<file path="src/rtl/i2c_bt_pkg.sv">
package i2c_bt_pkg;

  typedef enum logic [1:0] {
    OP_START = 2'd0,
    OP_STOP  = 2'd1,
    OP_WRITE = 2'd2,
    OP_READ  = 2'd3
  } bt_op_e;

  typedef enum logic [1:0] {
    ST_IDLE = 2'd0,
    ST_HOLD = 2'd1,
    ST_LOW  = 2'd2,
    ST_HIGH = 2'd3
  } bt_state_e;

  // clocks per divider unit is 2**PRESCALE_LOG2
  localparam int unsigned PRESCALE_LOG2 = 3;

  // length of one SCL phase in functional clocks for a divider field value
  function automatic logic [31:0] phase_len(input logic [31:0] d);
    return (d + 32'd1) << PRESCALE_LOG2;
  endfunction

  // offset into the high phase where a repeated START drops SDA (7/8 of it)
  function automatic logic [31:0] rs_fall_at(input logic [31:0] d);
    return (phase_len(d) >> PRESCALE_LOG2) * 32'd7;
  endfunction

  // SCL high time of a repeated START (two programmed high phases)
  function automatic logic [31:0] rs_high_len(input logic [31:0] d);
    return phase_len(d) << 1;
  endfunction

endpackage

</file>
<file path="src/rtl/i2c_bt_divlatch.sv">
module i2c_bt_divlatch #(
  parameter  int DIVW = 16,
  localparam int CW   = DIVW + 5
) (
  input  logic              clk,
  input  logic              rst_n,
  input  logic              load,
  input  logic [2*DIVW-1:0] div_cfg,
  output logic [CW-1:0]     t_low_mid,
  output logic [CW-1:0]     t_low_end,
  output logic [CW-1:0]     t_high_mid,
  output logic [CW-1:0]     t_high_end,
  output logic [CW-1:0]     t_rs_sda,
  output logic [CW-1:0]     t_rs_end
);
  import i2c_bt_pkg::*;

  logic [DIVW-1:0] lo_f;
  logic [DIVW-1:0] hi_f;
  assign lo_f = div_cfg[DIVW-1:0];
  assign hi_f = div_cfg[2*DIVW-1:DIVW];

  // compare targets are stored as "last cycle index", i.e. length minus one
  always_ff @(posedge clk or negedge rst_n) begin
    if (!rst_n) begin
      t_low_mid  <= CW'((phase_len(32'd0) >> 1) - 32'd1);
      t_low_end  <= CW'(phase_len(32'd0) - 32'd1);
      t_high_mid <= CW'((phase_len(32'd0) >> 1) - 32'd1);
      t_high_end <= CW'(phase_len(32'd0) - 32'd1);
      t_rs_sda   <= CW'(rs_fall_at(32'd0) - 32'd1);
      t_rs_end   <= CW'(rs_high_len(32'd0) - 32'd1);
    end else if (load) begin
      t_low_mid  <= CW'((phase_len(32'(lo_f)) >> 1) - 32'd1);
      t_low_end  <= CW'(phase_len(32'(lo_f)) - 32'd1);
      t_high_mid <= CW'((phase_len(32'(hi_f)) >> 1) - 32'd1);
      t_high_end <= CW'(phase_len(32'(hi_f)) - 32'd1);
      t_rs_sda   <= CW'(rs_fall_at(32'(hi_f)) - 32'd1);
      t_rs_end   <= CW'(rs_high_len(32'(hi_f)) - 32'd1);
    end
  end

  // divider only taken at command acceptance
  assert_div_hold_R10: assert property (@(posedge clk) disable iff (!rst_n)
    !load |=> ($stable(t_low_end) && $stable(t_high_end) && $stable(t_rs_end)));

endmodule

</file>
<file path="src/rtl/i2c_bt_timebase.sv">
module i2c_bt_timebase #(
  parameter int CW = 21
) (
  input  logic          clk,
  input  logic          rst_n,
  input  logic          clr,
  input  logic          run,
  output logic [CW-1:0] cnt
);

  always_ff @(posedge clk or negedge rst_n) begin
    if (!rst_n)   cnt <= '0;
    else if (clr) cnt <= '0;
    else if (run) cnt <= cnt + 1'b1;
  end

  assert_count_step_R2: assert property (@(posedge clk) disable iff (!rst_n)
    (run && !clr) |=> (cnt == $past(cnt) + 1'b1));

  assert_count_clear_R2: assert property (@(posedge clk) disable iff (!rst_n)
    clr |=> (cnt == '0));

endmodule

</file>
<file path="src/rtl/i2c_bt_events.sv">
module i2c_bt_events
  import i2c_bt_pkg::*;
#(
  parameter int CW = 21
) (
  input  logic          clk,
  input  logic          rst_n,
  input  bt_state_e     state,
  input  bt_op_e        op,
  input  logic [CW-1:0] cnt,
  input  logic [CW-1:0] t_low_mid,
  input  logic [CW-1:0] t_low_end,
  input  logic [CW-1:0] t_high_mid,
  input  logic [CW-1:0] t_high_end,
  input  logic [CW-1:0] t_rs_sda,
  input  logic [CW-1:0] t_rs_end,
  output logic          ev_low_mid,
  output logic          ev_low_end,
  output logic          ev_hi_mid,
  output logic          ev_rs_sda,
  output logic          ev_hi_end,
  output logic          ev_hold_end
);

  logic in_low, in_high, in_hold, is_rs;
  logic [CW-1:0] hi_target;

  assign in_low    = (state == ST_LOW);
  assign in_high   = (state == ST_HIGH);
  assign in_hold   = (state == ST_HOLD);
  assign is_rs     = (op == OP_START);
  assign hi_target = is_rs ? t_rs_end : t_high_end;

  assign ev_low_mid  = in_low  && (cnt == t_low_mid);
  assign ev_low_end  = in_low  && (cnt == t_low_end);
  assign ev_hi_mid   = in_high && (cnt == t_high_mid);
  assign ev_rs_sda   = in_high && is_rs && (cnt == t_rs_sda);
  assign ev_hi_end   = in_high && (cnt == hi_target);
  assign ev_hold_end = in_hold && (cnt == t_high_end);

  // data change point lies strictly inside the low phase
  assert_mid_before_end_R4: assert property (@(posedge clk) disable iff (!rst_n)
    ev_low_mid |-> !ev_low_end);

  // repeated-START SDA fall comes before SCL falls
  assert_rs_order_R7: assert property (@(posedge clk) disable iff (!rst_n)
    ev_rs_sda |-> !ev_hi_end);

endmodule

</file>
<file path="src/rtl/i2c_bit_timer.sv">
module i2c_bit_timer
  import i2c_bt_pkg::*;
#(
  parameter  int DIVW = 16,
  localparam int CW   = DIVW + 5
) (
  input  logic              clk,
  input  logic              rst_n,
  input  logic [2*DIVW-1:0] div_cfg,
  input  logic              cmd_valid,
  input  logic [1:0]        cmd_op,
  input  logic              cmd_wbit,
  output logic              cmd_ready,
  output logic              done,
  output logic              rd_bit,
  input  logic              sda_in,
  output logic              scl_oe,
  output logic              sda_oe
);

  bt_state_e state;
  bt_op_e    op_q;
  bt_op_e    cmd_op_e;
  logic      wbit_q;
  logic      accept;

  logic [CW-1:0] cnt;
  logic [CW-1:0] t_low_mid, t_low_end, t_high_mid, t_high_end, t_rs_sda, t_rs_end;
  logic ev_low_mid, ev_low_end, ev_hi_mid, ev_rs_sda, ev_hi_end, ev_hold_end;

  assign cmd_op_e  = bt_op_e'(cmd_op);
  assign cmd_ready = (state == ST_IDLE);
  assign accept    = cmd_valid && cmd_ready;

  i2c_bt_divlatch #(.DIVW(DIVW)) u_div (
    .clk        (clk),
    .rst_n      (rst_n),
    .load       (accept),
    .div_cfg    (div_cfg),
    .t_low_mid  (t_low_mid),
    .t_low_end  (t_low_end),
    .t_high_mid (t_high_mid),
    .t_high_end (t_high_end),
    .t_rs_sda   (t_rs_sda),
    .t_rs_end   (t_rs_end)
  );

  i2c_bt_timebase #(.CW(CW)) u_tb (
    .clk   (clk),
    .rst_n (rst_n),
    .clr   (accept || ev_low_end),
    .run   (state != ST_IDLE),
    .cnt   (cnt)
  );

  i2c_bt_events #(.CW(CW)) u_ev (
    .clk         (clk),
    .rst_n       (rst_n),
    .state       (state),
    .op          (op_q),
    .cnt         (cnt),
    .t_low_mid   (t_low_mid),
    .t_low_end   (t_low_end),
    .t_high_mid  (t_high_mid),
    .t_high_end  (t_high_end),
    .t_rs_sda    (t_rs_sda),
    .t_rs_end    (t_rs_end),
    .ev_low_mid  (ev_low_mid),
    .ev_low_end  (ev_low_end),
    .ev_hi_mid   (ev_hi_mid),
    .ev_rs_sda   (ev_rs_sda),
    .ev_hi_end   (ev_hi_end),
    .ev_hold_end (ev_hold_end)
  );

  always_ff @(posedge clk or negedge rst_n) begin
    if (!rst_n) begin
      state  <= ST_IDLE;
      op_q   <= OP_START;
      wbit_q <= 1'b0;
      scl_oe <= 1'b0;
      sda_oe <= 1'b0;
      done   <= 1'b0;
      rd_bit <= 1'b0;
    end else begin
      done <= 1'b0;
      unique case (state)
        ST_IDLE: begin
          if (accept) begin
            op_q   <= cmd_op_e;
            wbit_q <= cmd_wbit;
            unique case (cmd_op_e)
              OP_START: begin
                if (scl_oe) state <= ST_LOW;
                else begin
                  sda_oe <= 1'b1;
                  state  <= ST_HOLD;
                end
              end
              OP_STOP: begin
                if (scl_oe) state <= ST_LOW;
                else        done  <= 1'b1;
              end
              default: begin
                scl_oe <= 1'b1;
                state  <= ST_LOW;
              end
            endcase
          end
        end
        ST_HOLD: begin
          if (ev_hold_end) begin
            scl_oe <= 1'b1;
            done   <= 1'b1;
            state  <= ST_IDLE;
          end
        end
        ST_LOW: begin
          if (ev_low_mid) begin
            unique case (op_q)
              OP_STOP:  sda_oe <= 1'b1;
              OP_WRITE: sda_oe <= !wbit_q;
              default:  sda_oe <= 1'b0;
            endcase
          end
          if (ev_low_end) begin
            scl_oe <= 1'b0;
            state  <= ST_HIGH;
          end
        end
        ST_HIGH: begin
          if (ev_hi_mid && op_q == OP_READ) rd_bit <= sda_in;
          if (ev_rs_sda) sda_oe <= 1'b1;
          if (ev_hi_end) begin
            if (op_q == OP_STOP) sda_oe <= 1'b0;
            else                 scl_oe <= 1'b1;
            done  <= 1'b1;
            state <= ST_IDLE;
          end
        end
        default: state <= ST_IDLE;
      endcase
    end
  end

  assert_done_idle_R10: assert property (@(posedge clk) disable iff (!rst_n)
    done |-> cmd_ready);

  assert_scl_release_R2: assert property (@(posedge clk) disable iff (!rst_n)
    ev_low_end |=> !scl_oe);

  // SDA may only move under a released SCL for START or STOP
  assert_sda_under_high_R8: assert property (@(posedge clk) disable iff (!rst_n)
    (!scl_oe && !$past(scl_oe) && (sda_oe != $past(sda_oe)))
      |-> (op_q == OP_START || op_q == OP_STOP));

  assert_read_released_R5: assert property (@(posedge clk) disable iff (!rst_n)
    (state == ST_HIGH && op_q == OP_READ) |-> !sda_oe);

  assert_high_end_R3: assert property (@(posedge clk) disable iff (!rst_n)
    (ev_hi_end && op_q != OP_STOP) |=> (scl_oe && done));

endmodule

</file>
<file path="config.mk">
export PLATFORM = sky130hd
export DESIGN_NAME = i2c_bit_timer
export DESIGN_NICKNAME = d
export VERILOG_FILES = /design/src/rtl/i2c_bt_pkg.sv /design/src/rtl/i2c_bt_divlatch.sv /design/src/rtl/i2c_bt_timebase.sv /design/src/rtl/i2c_bt_events.sv /design/src/rtl/i2c_bit_timer.sv
export SDC_FILE = /design/constraint.sdc
export NUM_CORES = 1
export LEC_CHECK = 0
export ABC_AREA = 1
export BUFFER_PORTS_ARGS = -buffer_cell sky130_fd_sc_hd__buf_4
export CORE_UTILIZATION = 30
export DETAILED_ROUTE_END_ITERATION = 16
export GPL_ROUTABILITY_DRIVEN = 0
export GPL_TIMING_DRIVEN = 1
export HOLD_SLACK_MARGIN = 0.05
export MAX_ROUTING_LAYER = met4
export PLACE_DENSITY = 0.48
export SLEW_MARGIN = 15
export SYNTH_ARGS = -nofsm -noshare
export SYNTH_HDL_FRONTEND = slang
export SYNTH_SLANG_ARGS = --single-unit
</file>
<file path="constraint.sdc">
create_clock -name clk -period 2.1 [get_ports clk]
set_input_delay 0.105 -clock clk [delete_from_list [all_inputs] [get_ports clk]]
set_output_delay 0.105 -clock clk [all_outputs]
set_load 0.01 [all_outputs]
</file>
## Word-level counts from Yosys, hierarchy flattened

Cells that the tools add are included.

- Flip-flop bits (word level): 156
- Bits of input ports: 39
- Output and inout port bits: 5
- Logic and storage cells: 103

- Add/sub/neg operators: 9
- $mul: 1
- Equality and inequality tests: 23
- Multiplexer cells: 33
- Reduce and logical (&&, ||, !) cells: 23

Operators with widths:

| cell | count |
|---|---|
| == test 21 bit | 6 |
| subtractor 21 x 1 -> 21 bit (second input constant) | 6 |
| two-way mux 21 bit | 3 |
| adder 16 x 1 -> 17 bit (second input constant) | 2 |
| multiplier 29 x 3 -> 21 bit (second input constant) | 1 |
| adder 21 x 1 -> 21 bit (second input constant) | 1 |
| two-way mux 1 bit | 18 |
| != test 2 bit (second input constant) | 7 |
| two-way mux 2 bit | 6 |
| AND reduction 5 bit | 2 |
| logical AND 1 bit | 9 |
| == test 2 bit (second input constant) | 4 |
| case mux 2 bit (4 select lines) | 1 |
| == test 2 x 1 -> 1 bit (second input constant) | 3 |
| zero test 2 bit | 3 |
| case mux 1 bit (3 select lines) | 2 |
| AND reduction 6 bit | 1 |
| != test 2 x 1 -> 1 bit (second input constant) | 2 |
| case mux 1 bit (4 select lines) | 1 |
| case mux 2 bit (2 select lines) | 1 |
| AND reduction 2 bit | 2 |
| nonzero test 2 bit | 2 |
| != test 3 bit (second input constant) | 1 |
| nonzero test 3 bit | 1 |
| other kinds (4) | 4 |

## Logic depth before layout (Yosys ltp)

- Depth after elaboration: 7
- Depth in mapped cells: 22
- Depth with buffers taken out: 22

## Hierarchy

Synthesis repeated with hierarchy kept, for this count alone.

- Cells, all modules: 1682
- Area total of the unflattened synthesis: 10202.3 µm²

By module, submodules not included:

| module | times used | cells an instance | area an instance (µm²) | seq. area each (µm²) |
|---|---|---|---|---|
| i2c_bt_divlatch | 1 | 1013 | 6401.1 | 1453.9 |
| i2c_bt_events | 1 | 414 | 1998.2 | 0.0 |
| i2c_bt_timebase | 1 | 166 | 1193.6 | 525.5 |
| i2c_bit_timer | 1 | 89 | 609.3 | 225.2 |

## Worst setup path after synthesis

No wires, ideal clock.

- Path type: input to register
- From: input div_cfg[16]
- To: register u_div.t_rs_sda[17]
- Library setup time: 0.117 ns
- Arrival time: 3.017 ns
- Required time: 1.983 ns
- Slack: -1.034 ns
- Stages on the path: 19
- Buffers on the path: 0
- Cell sequence: ha_1 -> nand2_1 -> nor2_2 -> nand2_1 -> nand2_2 -> inv_2 -> ha_1 -> fa_1 -> inv_1 -> ha_1 -> nand2_1 -> o21ai_0 -> a21oi_1 -> o21ai_0 -> nand2_1 -> nand2_1 -> nand2_1 -> nand3_1 -> nand2_1

- Longest elaborated chain between the ends: 3

Ends and longest elaborated chain:

| item | line | text |
|---|---|---|
| start: declaration | i2c_bit_timer.sv:9 | `input logic [2*DIVW-1:0] div_cfg,` |
| adder 16 x 1 -> 17 bit | i2c_bt_pkg.sv:22 | `return (d + 32'd1) << PRESCALE_LOG2;` |
| multiplier 29 x 3 -> 21 bit | i2c_bt_pkg.sv:27 | `return (phase_len(d) >> PRESCALE_LOG2) * 32'd7;` |
| subtractor 21 x 1 -> 21 bit | i2c_bt_divlatch.sv:37 | `t_rs_sda <= CW'(rs_fall_at(32'(hi_f)) - 32'd1);` |
| end signal: assignment | i2c_bt_divlatch.sv:30 | `t_rs_sda <= CW'(rs_fall_at(32'd0) - 32'd1);` |
| end signal: assignment | i2c_bt_divlatch.sv:37 |  |
| end: declaration | i2c_bt_divlatch.sv:13 | `output logic [CW-1:0] t_rs_sda,` |

Every way passes these cells.
A chain may end at the register's enable or synchronous reset.

## Worst setup path in the final report

- From: input div_cfg[17]
- To: register u_div.t_rs_sda[15]

Same word-level chain as after synthesis.

==> impl_metrics.toml <==
[run_status]
status = "finished, violations left"
violations = "negative setup slack"

[synth]
synth_edf_count = 0
ys_seq_elements = 88
ys_warn_count = 0
synth_largest_area_cell = "dfrtp_1"
synth_flop_cell = "dfrtp_1"
seq_area_frac_synth_pct = 23.96
synth_nets = 1581
synth.avg_cell_area_um2 = 6.176
synth_top_area_share_pct = 23.39
ys_top_cells_by_area = "dfrtp_1 23%, nand2_1 20%, inv_1 8.4%"
ys_types = 49
synthTopCellsByCount = "485 x nand2_1, 205 x inv_1, 167 x nor2_1"
syn-cell-area_um2 = 9203
yosysMostFrequentCell = "nand2_1"
async_flop_share_pct = 100.0
synthCells = 1490

[sta]
rsz0062_at_grt = "yes"
drv_slew = 0
fin_skew_ns = 0.01149
max_freq_mhz = 390.7
setup_viol = 16
finalHoldViolCount = 0
finalCriticalPeriod_ns = 2.560
hold_ws_ns = 0.08621
max_slew_margin_pct = 65.31
timing.final.crit_share_pct = 121.9
fin_setup_tns_ns = -5.661
worst_slack_ns = -0.4597
worstMarginPinSlew_ns = 0.5150

[global_route]
grt_max_degree = 57
grt_pass1_wl_um = 54280
antenna_found_initial = 0
grt_pass1_vias = 10050
track_usage_pct = 22.96
grt-ovfl-total = 0

[critical_path]
start_kind = "primary input"
required_ns = 2.34
reg2reg_slack_ns = 0.13
critPathCaptureType = "register"
crit_start = "div_cfg[17]"
crit_arrival_ns = 2.80
cp_max_fo = 4
reg2reg_from = "op_q[1]"
critical_path_class = "primary input to register"

[clocking]
cts-root-buf = "clkbuf_16"
cts_tree = "built"
htree_levels = 3
cts_inserted_buffers = 9
worstSkewPairLatency_ns = 0.36
cts_sinks = 88
clk_pin_slew_worst_paths_ns = 0.07
ctsLongestPathBuffers = 2

[die]
io-pin-count = 44
core_area_um2 = 29870
rows = 63
die-area_um2 = 31380
die_y_um = 177.1
die_w_um = 177.1
start_util_pct = 30.80

[finish]
regArea_um2 = 2208
stdcell_area_um2 = 13110
areaGrowthSynthToFinish_pct = 42.45
antennaDiodeCount = 0
finalNonFillerCells = 2124
drive_gt1_share_pct = 30.45
final_nets = 1820
fill_cells = 3122
multi_input_area_um2 = 7106
final_core_util_pct = 43.88

[placement]
dpl_cell_area_um2 = 11770
place_ws_ns = -1.087
port_buffers = 43
place_inst = 2074
hpwl_um = 26980

[power_and_ir_drop]
total_power_mw = 12.02
p_leak_nw = 6.420
p_per_area_nw_per_um2 = 917.1
ir_worst_vdd_v = 0.0005101

[detailed_routing]
first_pass_iters = 5
drt_iter0_markers = 619
vias = 10100
final_antenna_net_count = 0
vias_per_cell = 4.757
drc = 0
wl_per_cell_um = 15.83
routed_wl_um = 33620

[worst_hold_path]
hp-class = "primary input to register"
hp-start = "cmd_op[1]"

[run]
cap_violations = 0
[final timing paths]
check,to,cells past startpoint
max reg2reg,scl_oe,15
min in group asynchronous,u_tb.cnt[10],2
min,op_q[1],3
min reg2reg,u_div.t_rs_sda[2],2
max in group asynchronous,u_div.t_rs_sda[10],3
max,u_div.t_rs_sda[15],19
[cells in the final DEF, fill, tap and decap left out, types with 7 or more instances in the layout]
| master | count |
|---|---|
| inv_1 | 174 |
| nor2_1 | 136 |
| nand2_2 | 36 |
| a21oi_1 | 21 |
| ha_1 | 13 |
| o21ai_2 | 10 |
| nand3_2 | 16 |
| o21ai_1 | 15 |
| a21oi_2 | 8 |
| nand4_1 | 37 |
| inv_2 | 34 |
| nor3_1 | 31 |
| xor2_1 | 31 |
| ha_4 | 21 |
| dfrtp_1 | 83 |
| buf_6 | 20 |
| nand2_1 | 442 |
| nor2_4 | 23 |
| o21ai_0 | 49 |
| nor2_2 | 28 |
| clkbuf_16 | 9 |
| nand3b_1 | 9 |
| nand2_4 | 18 |
| fa_1 | 16 |
| xnor2_1 | 27 |
| a21oi_4 | 10 |
| buf_4 | 232 |
| a31oi_1 | 7 |
| nand3_1 | 83 |
[power by group]
group / switching, mW / leakage [nW] / total [mW] / internal [mW]
sequential: 0.780 / 1.10 / 3.13 / 2.36
combinational: 4.09 / 5.18 / 7.23 / 3.15
clock: 0.811 / 0.147 / 1.65 / 0.844
total: 5.68 / 6.42 / 12.0 / 6.34
[what timing repair did]
| item | 4_1_cts | 5_1_grt |
|---|---|---|
| pin swaps | 77 | 65 |
| hold endpoints to repair | 41 | 0 |
| endpoints found under the setup margin | 17 | 28 |
| setup buffers | 24 | 9 |
| resized for setup | 122 | 84 |
| hold buffers | 6 | 0 |
[critical path, stage by stage]
cell     delay (ns)
buf_8          0.09
ha_4           0.17
nand2_4        0.07
nor2_4         0.17
nand2_2        0.09
xnor2_2        0.23
inv_2          0.11
fa_1           0.56
inv_2          0.05
ha_4           0.27
a21oi_4        0.14
nor2_1         0.06
nor2_2         0.11
nand3_2        0.10
nand2_1        0.08
nand2_2        0.06
or2_4          0.23
nand3_2        0.06
nand2_1        0.05
[flip-flops by register name (all words and copies together), names as in the netlist]
signal            cells
u_div.t_high_mid     18
u_div.t_rs_sda       21
scl_oe                1
rd_bit                1
u_div.t_low_end      17
op_q                  2
u_div.t_low_mid       2
done                  1
u_tb.cnt             21
state                 2
sda_oe                1
wbit_q                1
[logic make-up (layout without fill, tap and decap cells)]
| kind of cell | after synthesis | count (layout) | synth area share, % |
|---|---|---|---|
| compound gates | 147 | 147 | 8.797 |
| buf+inv | 255 | 499 | 11.03 |
| fa+ha+maj | 52 | 52 | 8.375 |
| flops | 88 | 88 | 23.96 |
| simple gates | 879 | 879 | 41.20 |
| xor+xnor | 69 | 69 | 6.649 |
[cell type report]
class                           instances  share of cell area [%]
Clock inverter                          7                  0.5631
Inverter                              216                   6.338
Multi-Input combinational cell       1147                   54.20
Tap cell                              390                   3.722
Clock buffer                            9                   1.718
Timing Repair Buffer                  267                   16.61
Sequential cell                        88                   16.85
[routing by layer]
layer	share of wire, %	GRT usage, %
met5	0	-
met4	2.8	7.040
met3	4.6	2.491
met2	46	36.49
met1	47	30.46
(Power assumes the default switching activity.)
